$ cat src/rtl/sf_pkg.sv
package sf_pkg;
  localparam int WORD_W = 16;
  localparam int NAMED  = 11;
  localparam int MASK_W = 8;
  localparam int ALU_W  = 4;
  localparam int IDX_W  = $clog2(WORD_W);
  localparam int H_POS  = NAMED;
  localparam int Z_POS  = 0;
  localparam int N_POS  = 1;
  localparam int C_POS  = 2;
  localparam int V_POS  = 3;
  localparam int I_POS  = 9;
  localparam int S_POS  = 10;

  localparam logic [7:0] OP_SET_BASE = 8'hA0;
  localparam logic [7:0] OP_CLR_BASE = OP_SET_BASE + 8'(NAMED);
  localparam logic [7:0] OP_ORM      = OP_CLR_BASE + 8'(NAMED);
  localparam logic [7:0] OP_ANDN     = OP_ORM + 8'd1;
  localparam logic [7:0] OP_TEST     = OP_ANDN + 8'd1;
  localparam logic [7:0] OP_PUSH     = 8'h0F;
  localparam logic [7:0] OP_POP      = 8'h10;
  localparam logic [7:0] OP_HALT     = 8'hFF;

  typedef logic [WORD_W-1:0] fword_t;
  localparam fword_t LIVE_BITS = fword_t'((1 << (H_POS + 1)) - 1);

  typedef enum logic [2:0] {
    K_NONE, K_SET, K_CLR, K_ORM, K_ANDN, K_TEST, K_POP, K_HALT
  } kind_t;

  function automatic fword_t f_or_mask(fword_t w, logic [MASK_W-1:0] m);
    fword_t r = w;
    r[MASK_W-1:0] = w[MASK_W-1:0] | m;
    return r;
  endfunction

  function automatic fword_t f_andn_mask(fword_t w, logic [MASK_W-1:0] m);
    fword_t r = w;
    r[MASK_W-1:0] = w[MASK_W-1:0] & ~m;
    return r;
  endfunction

  function automatic fword_t f_test(fword_t w, logic [MASK_W-1:0] m);
    fword_t r = w;
    logic [MASK_W-1:0] t = w[MASK_W-1:0] & m;
    r[Z_POS] = (t == '0);
    r[C_POS] = (t == m);
    return r;
  endfunction

  function automatic fword_t f_pop(fword_t w, fword_t p);
    fword_t r = p & LIVE_BITS;
    r[H_POS] = w[H_POS];
    return r;
  endfunction

  function automatic fword_t f_alu(fword_t w, logic [ALU_W-1:0] f, logic [ALU_W-1:0] m);
    fword_t r = w;
    for (int i = 0; i < ALU_W; i++)
      if (m[i]) r[i] = f[i];
    return r;
  endfunction
endpackage

$ cat src/rtl/sf_decode.sv
module sf_decode
  import sf_pkg::*;
(
  input  logic             op_valid,
  input  logic [7:0]       opcode,
  output kind_t            kind,
  output logic [IDX_W-1:0] bit_idx
);
  logic [7:0] set_off, clr_off;
  assign set_off = opcode - OP_SET_BASE;
  assign clr_off = opcode - OP_CLR_BASE;

  always_comb begin
    kind    = K_NONE;
    bit_idx = '0;
    if (op_valid) begin
      if (opcode >= OP_SET_BASE && opcode < OP_CLR_BASE) begin
        kind    = K_SET;
        bit_idx = set_off[IDX_W-1:0];
      end else if (opcode >= OP_CLR_BASE && opcode < OP_ORM) begin
        kind    = K_CLR;
        bit_idx = clr_off[IDX_W-1:0];
      end else if (opcode == OP_ORM)  kind = K_ORM;
      else if (opcode == OP_ANDN)     kind = K_ANDN;
      else if (opcode == OP_TEST)     kind = K_TEST;
      else if (opcode == OP_POP)      kind = K_POP;
      else if (opcode == OP_HALT)     kind = K_HALT;
    end
  end
endmodule

$ cat src/rtl/sf_next.sv
module sf_next
  import sf_pkg::*;
(
  input  fword_t            cur,
  input  kind_t             kind,
  input  logic [IDX_W-1:0]  bit_idx,
  input  logic [MASK_W-1:0] imm_mask,
  input  logic              alu_we,
  input  logic [ALU_W-1:0]  alu_flags,
  input  logic [ALU_W-1:0]  alu_mask,
  input  fword_t            pop_data,
  input  logic              halt_req,
  output fword_t            nxt,
  output logic              explicit_op
);
  assign explicit_op = (kind != K_NONE) && (kind != K_HALT);

  always_comb begin
    fword_t w;
    w = cur;
    unique case (kind)
      K_SET:   w[bit_idx] = 1'b1;
      K_CLR:   w[bit_idx] = 1'b0;
      K_ORM:   w = f_or_mask(cur, imm_mask);
      K_ANDN:  w = f_andn_mask(cur, imm_mask);
      K_TEST:  w = f_test(cur, imm_mask);
      K_POP:   w = f_pop(cur, pop_data);
      K_HALT:  w[H_POS] = 1'b1;
      default: w = cur;
    endcase
    if (alu_we && !explicit_op) w = f_alu(w, alu_flags, alu_mask);
    if (halt_req) w[H_POS] = 1'b1;
    nxt = w & LIVE_BITS;
  end
endmodule

$ cat src/rtl/status_flags.sv
module status_flags
  import sf_pkg::*;
(
  input  logic              clk,
  input  logic              rst_n,
  input  logic              op_valid,
  input  logic [7:0]        opcode,
  input  logic [MASK_W-1:0] imm_mask,
  input  logic              alu_we,
  input  logic [ALU_W-1:0]  alu_flags,
  input  logic [ALU_W-1:0]  alu_mask,
  input  logic [WORD_W-1:0] pop_data,
  input  logic              halt_req,
  output logic [WORD_W-1:0] flag_word,
  output logic              zero_f,
  output logic              neg_f,
  output logic              carry_f,
  output logic              ovf_f,
  output logic              irq_enable,
  output logic              sound_irq_enable,
  output logic              halted,
  output logic [WORD_W-1:0] push_word
);
  kind_t            kind;
  logic [IDX_W-1:0] bit_idx;
  fword_t           state_q, state_d;
  logic             explicit_op;

  sf_decode u_dec (
    .op_valid (op_valid),
    .opcode   (opcode),
    .kind     (kind),
    .bit_idx  (bit_idx)
  );

  sf_next u_nxt (
    .cur         (state_q),
    .kind        (kind),
    .bit_idx     (bit_idx),
    .imm_mask    (imm_mask),
    .alu_we      (alu_we),
    .alu_flags   (alu_flags),
    .alu_mask    (alu_mask),
    .pop_data    (pop_data),
    .halt_req    (halt_req),
    .nxt         (state_d),
    .explicit_op (explicit_op)
  );

  always_ff @(posedge clk) begin
    if (!rst_n) state_q <= '0;
    else        state_q <= state_d;
  end

  assign flag_word        = state_q;
  assign push_word        = state_q;
  assign zero_f           = state_q[Z_POS];
  assign neg_f            = state_q[N_POS];
  assign carry_f          = state_q[C_POS];
  assign ovf_f            = state_q[V_POS];
  assign irq_enable       = state_q[I_POS];
  assign sound_irq_enable = state_q[S_POS];
  assign halted           = state_q[H_POS];


  halt_sticky_chk: assert property (@(posedge clk) disable iff (!rst_n)
    halted |=> halted);


  reserved_zero_chk: assert property (@(posedge clk) disable iff (!rst_n)
    flag_word[WORD_W-1:H_POS+1] == '0);


  pop_load_chk: assert property (@(posedge clk) disable iff (!rst_n)
    (op_valid && opcode == OP_POP) |=> flag_word[H_POS-1:0] == $past(pop_data[H_POS-1:0]));


  test_preserve_chk: assert property (@(posedge clk) disable iff (!rst_n)
    (op_valid && opcode == OP_TEST && !halt_req) |=>
      (flag_word[WORD_W-1:C_POS+1] == $past(flag_word[WORD_W-1:C_POS+1]) &&
       flag_word[N_POS] == $past(flag_word[N_POS])));


  explicit_wins_chk: assert property (@(posedge clk) disable iff (!rst_n)
    (explicit_op && alu_we && kind == K_SET && bit_idx == IDX_W'(C_POS)) |=>
      (carry_f && zero_f == $past(zero_f) && neg_f == $past(neg_f) && ovf_f == $past(ovf_f)));


  push_quiet_chk: assert property (@(posedge clk) disable iff (!rst_n)
    (op_valid && opcode == OP_PUSH && !alu_we && !halt_req) |=> $stable(flag_word));
endmodule

$ cat config.mk
export PLATFORM = sky130hd
export DESIGN_NAME = status_flags
export DESIGN_NICKNAME = d
export VERILOG_FILES = /design/src/rtl/sf_pkg.sv /design/src/rtl/sf_decode.sv /design/src/rtl/sf_next.sv /design/src/rtl/status_flags.sv
export SDC_FILE = /design/constraint.sdc
export NUM_CORES = 1
export LEC_CHECK = 0
export ABC_AREA = 1
export BUFFER_PORTS_ARGS = -buffer_cell sky130_fd_sc_hd__clkbuf_2
export CAP_MARGIN = 15
export CORE_ASPECT_RATIO = 0.6
export CORE_MARGIN = 4
export CORE_UTILIZATION = 51
export DETAILED_ROUTE_END_ITERATION = 10
export PLACE_DENSITY = 0.81
export REMOVE_ABC_BUFFERS = 1
export SLEW_MARGIN = 10
export SYNTH_ARGS = -nofsm -noshare
export SYNTH_HDL_FRONTEND = slang
export SYNTH_SLANG_ARGS = --single-unit
$ cat constraint.sdc
create_clock -name clk -period 2.3 [get_ports clk]
set_input_delay 0.115 -clock clk [delete_from_list [all_inputs] [get_ports clk]]
set_output_delay 0.115 -clock clk [all_outputs]
set_load 0.1 [all_outputs]
Word level (Yosys, flattened, before mapping). Cells that the tools add are included.

Flip-flop bits (word level): 16. Bits of input ports: 45. Output and inout bits: 39.

Reduce and logical (&&, ||, !) cells: 8. Bitwise operators: 7. Order comparisons: 6. Mux-type cells: 21. Add/sub/neg operators: 2. Eq/ne operators: 14.

Operator list (number): $pmux W11 S6 (1); $eq A8 B8 Y1 const B (4); $mux W3 (8); $and A16 B16 Y16 (1); $and A8 B8 Y8 (2); $ge A8 B8 Y1 const B (2); $lt A8 B8 Y1 const B (2); $mux W4 (4); $not A16 Y16 (1); $or A16 B16 Y16 (1); $eq A3 B3 Y1 const B (4); $eq A8 B5 Y1 const B (1); $eq A8 B8 Y1 (1); $logic_not A8 Y1 (1); $not A8 Y8 (1); $or A8 B8 Y8 (1); $eq A3 B2 Y1 const B (2); $mux W1 (6); $logic_and A1 B1 Y1 (5); $lt A4 B5 Y1 const B (1); $demux W1 S4 (1); $ge A4 B1 Y1 const B (1); $sub A4 B1 Y4 const B (1); $sub A4 B4 Y4 const B (1); 5 further kinds (5).

Depth between registers and ports, before layout.
Word-level depth: 14. Gate-level depth with buffers: 17. Gate-level depth less buffers: 17.

Modules after synthesis. Synthesis repeated with hierarchy kept, for this count alone.

Cells, all modules: 362. Area, all modules: 2016.9 um^2.

Modules (own cells, without submodules): sf_next (cells each 218, times used 1, area each 972.2 um^2); status_flags (cells each 73, times used 1, area each 656.9 um^2); sf_decode (cells each 71, times used 1, area each 387.9 um^2).

Worst setup path after synthesis. Ideal clock, no wire load.

Kind: register to register. From: register state_q[5], in the netlist flag_word[5]. To: register state_q[2], in the netlist flag_word[2]. Buffers on the path: 0. Library setup time: 56 ps. Required time: 2244 ps. Period minus slack after synthesis: 1988 ps. Path slack: 312 ps. Arrival: 1932 ps. Stages on the path, launching flop included: 11. Cells stage by stage: dfxtp_1 > inv_1 > nand2_1 > o21ai_0 > nor4_1 > nand3_1 > nand2_1 > nor2_1 > nand3_1 > nand2_1 > inv_1.

Word-level cells in the longest chain between the ends: 5.

Ends and longest elaborated chain: start: declaration (RTL line status_flags.sv:26) `fword_t state_q, state_d;`; start signal: assignment (RTL line status_flags.sv:52) `else state_q <= state_d;`; $and A8 B8 Y8 * (RTL line sf_pkg.sv:45) `logic [MASK_W-1:0] t = w[MASK_W-1:0] & m;`; $eq A8 B8 Y1 * (RTL line sf_pkg.sv:47) `r[C_POS] = (t == m);`; $pmux W11 S6 * (RTL line sf_next.sv:21) `unique case (kind)`; $mux W1 (RTL line sf_pkg.sv:60) `if (m[i]) r[i] = f[i];`; $mux W4 * (RTL line sf_next.sv:31) `if (alu_we && !explicit_op) w = f_alu(w, alu_flags, alu_mask);`.

Every way passes the cells marked *; elsewhere a longest branch is shown, timed or not. A chain may end at the register's enable or synchronous reset.

Worst setup path after layout.
From: input opcode[1]. To: register state_q[9], in the netlist flag_word[9].

Word-level cells in the longest chain between the ends: 12.

Ends and longest elaborated chain: start: declaration (RTL line status_flags.sv:7) `input logic [7:0] opcode,`; $ge A8 B8 Y1 / $lt A8 B8 Y1 (equally long branches) (RTL line sf_decode.sv:20) `end else if (opcode >= OP_CLR_BASE && opcode < OP_ORM) begin`; $logic_and A1 B1 Y1 (RTL line sf_decode.sv:20); $mux W4 (RTL line sf_decode.sv:20); $mux W4 (RTL line sf_decode.sv:17) `if (opcode >= OP_SET_BASE && opcode < OP_CLR_BASE) begin`; $mux W4 (RTL line sf_decode.sv:16) `if (op_valid) begin`; $lt A4 B5 Y1 (implied by the code) / $ge A4 B1 Y1 (equally long branches) (RTL line sf_next.sv:22, sf_next.sv:23); $logic_and A1 B1 Y1 (implied by the code) (RTL line sf_next.sv:22, sf_next.sv:23); $mux W1 (implied by the code) (RTL line sf_next.sv:22, sf_next.sv:23); $demux W1 S4; $not A16 Y16 (no line); $and A16 B16 Y16 (no line); $pmux W11 S6 * (RTL line sf_next.sv:21).

Marks and branches as above.

==> key figures <==
Synth
  – Simple-gate share of the synthesized area: 49.5%
  – Post-synthesis cell area: 0.00224 mm^2
  – Largest family of logic cells by synthesized area: simple AND/OR/NAND/NOR gates
  – Mux share of post-synthesis cell area: 0%
  – Asr flop ratio synth: 0%
  – #FFs+latches synth: 12
  – Avg Inst Size Synth: 5.55 um^2
  – Post-synthesis sequential area ratio: 10.7%
  – Primary FF master, synth: dfxtp_1
  – Post-synthesis adder-cell area fraction: 1.68%
  – Synth Area in XOR/XNOR: 0.783%
  – Syn. warnings: 0
  – Number of synthesized flops with an enable pin: 0
  – Synth Area in Compound Gates: 13.5%
  – Commonest cells post-synth: nand2_1, inv_1, nor2_1
  – Syn Inst Count: 403
  – Post-synth top area share: 20.1%
  – Top cell type by total area after synthesis: nand2_1
  – Count leader, synth: nand2_1
  – Synth unique cells: 37
  – Largest cells by area after synthesis: nand2_1, dfxtp_1, inv_1, buf_4, nand3_1

STA
  – RSZ-0062 raised after global routing: no
  – Final worst slack: 0.286 ns
  – Period minus WS final: 2.01 ns
  – Period utilisation layout: 87.6%
  – Final setup fails: 0
  – Slew Viols, Final: 0
  – FMAX: 497 MHz
  – Hold Fails Final Rpt: 0
  – Least-Margin Pin Slew: 0.549 ns
  – Final Skew: 0.00213 ns
  – Relative slew slack: 63.5%

Clock network
  – Htree depth: 1
  – CTS root buf: clkbuf_8
  – Clk Latency, worst-skew pair: 0.25 ns
  – Hold buffer count at CTS: 0
  – Clock Tree Buf Depth: 2
  – Post-CTS resize count: 0
  – CTS tree: yes
  – CTS buffer count: 3
  – Post-CTS Setup Inserts: 0
  – Clock transition at path regs: 0.06 ns
  – CTS Sinks: 12

Critical path
  – Worst endpoint required time: 2.45 ns
  – CP endpoint kind: flip-flop
  – CP Class: primary input to flip-flop
  – Critical path arrival: 2.16 ns
  – Critical Path Fanout Max: 14
  – CP startpoint kind: primary input

Placed design
  – # port buffers: 70
  – Post-DP HPWL: 5030 um
  – Placement Setup Slack: 0.0894 ns
  – GP Congestion: 0.874
  – Placed Cells: 510

Final layout
  – Area Overhead vs Synth: 12.1%
  – Share of cells above drive strength 1: 25.6%
  – Fin cells: 514
  – Antenna diodes: 0
  – Max FFs per register: 12
  – Final nets: 503

Min path
  – Hold Crit Class: primary input to flip-flop

Die
  – Initial core utilization: 53.7%
  – Core Area: 0.00417 mm^2
  – Die Span X: 93.5 um
  – Die ar.: 0.00554 mm^2
  – Row count: 18
  – Height of the die: 59.3 um
  – I/O pin count: 84

Routing
  – Remaining DRCs: 0
  – Routed vias: 2593
  – Vias per cell: 5.04
  – DRT Pass-1 Iters: 5
  – Antenna viol nets, final: 0
  – DRT iter0 DRCs: 214
  – DR WL/cell: 11.9 um
  – Overall routed net length: 6120 um

Pwr
  – Maximum VDD drop: 0.276 mV
  – Leakage: 1.63 nW
  – Clk pwr share: 22.9%
  – Psw: 0.586 mW
  – Sw frac: 54.7%
  – Flop pwr share: 22.2%
  – Internal Power: 0.485 mW
  – PD cells: 427 mW/mm^2
  – Total chip power: 1.07 mW
  – Logic pwr share: 54.9%

GRT
  – Vias in the first global route: 2110
  – Initial antenna violation count: 0
  – Global-route wire length before repair: 9740 um
  – Grt ovf: 0
  – Largest net degree at the start of global routing: 15
  – Tot GR Track Use: 22.1%

Run status
  – Outcome: complete, no violations

Run
  – Maxcap violations: 0
power by group through the flow:
stage,Sequential [mW],Combinational [mW],Clock (mW)
floorplan,0.476,0.230,0
global placement,0.241,0.577,0
detailed placement,0.242,0.582,0
CTS,0.237,0.584,0.248
global route,0.240,0.624,0.265
finish,0.238,0.588,0.245
routing by layer:
metal | track usage (%) | vias up | part of all wire, %
met1 | 34.5 | 1121 | 48
met2 | 32.1 | 140 | 40
met5 | 0 | - | 0
met3 | 4.06 | 2 | 12
li1 | - | 1330 | -
met4 | 2.51 | 0 | 0.21
cell type report:
type                            count  area, um^2
Clock buffer                        4        55.1
Fill cell                         436        1660
Tap cell                           60        75.1
Sequential cell                    12         240
Inverter                           70         263
Multi-Input combinational cell    294        1490
Timing Repair Buffer               74         380
path summary, 6_finish.rpt:
path                                   from  slack [ns]                         end  cells past startpoint
hold reg to reg   flag_word[8]$_SDFFE_PN0P_        0.64   flag_word[8]$_SDFFE_PN0P_                      4
setup / recovery                  opcode[1]        0.29   flag_word[9]$_SDFFE_PN0P_                     13
setup reg to reg  flag_word[5]$_SDFFE_PN0P_        0.84     flag_word[2]$_SDFF_PN0_                     10
hold / removal                     halt_req        0.14  flag_word[11]$_SDFFE_PN0P_                      3
placed cells by master (no fill, tap or decap), types with 3 or more instances in the layout:
cell      netlist  routed
nand2_1       120     120
clkbuf_2        0      70
inv_1          61      61
nor2_1         41      41
nand3_1        32      32
o21ai_0        20      20
dfxtp_1        12      12
inv_2           9       9
nand4_1         8       8
o211ai_1        8       8
conb_1          1       8
nand2_2         6       6
o21ai_1         6       6
nand2_4         5       5
nand3_2         5       5
nor2_2          4       4
a21oi_1         4       4
clkbuf_8        0       4
buf_4          28       4
o22ai_1         3       3
ha_1            3       3
through the flow:
step                      hold slack, ns  setup TNS, ns  instance area, um^2  utilization, %
final                              0.136              0                 2510            60.2
after global routing               0.176              0                 2510            60.2
after CTS                          0.139              0                 2510            60.2
after detailed placement           0.384              0                 2450            58.9
after global placement             0.401              0                 2450            58.9
after floorplan                    0.213          -6.60                 2000               -
critical path: stages:
cell	delay, ns
clkbuf_2	0.14
ha_1	0.26
o21ai_2	0.21
nand4_2	0.33
nand2_1	0.19
xor2_1	0.24
nand2_1	0.17
nor2_1	0.16
o21ai_0	0.11
nand2_1	0.08
nand2_1	0.05
nand2_1	0.06
inv_1	0.04
kinds of logic after synthesis:
family          count (synthesis)
compound gates                 49
flops                          12
xor+xnor                        2
other cells                     1
simple gates                  232
buf+inv                       104
fa+ha+maj                       3
(Power assumes the default switching activity.)
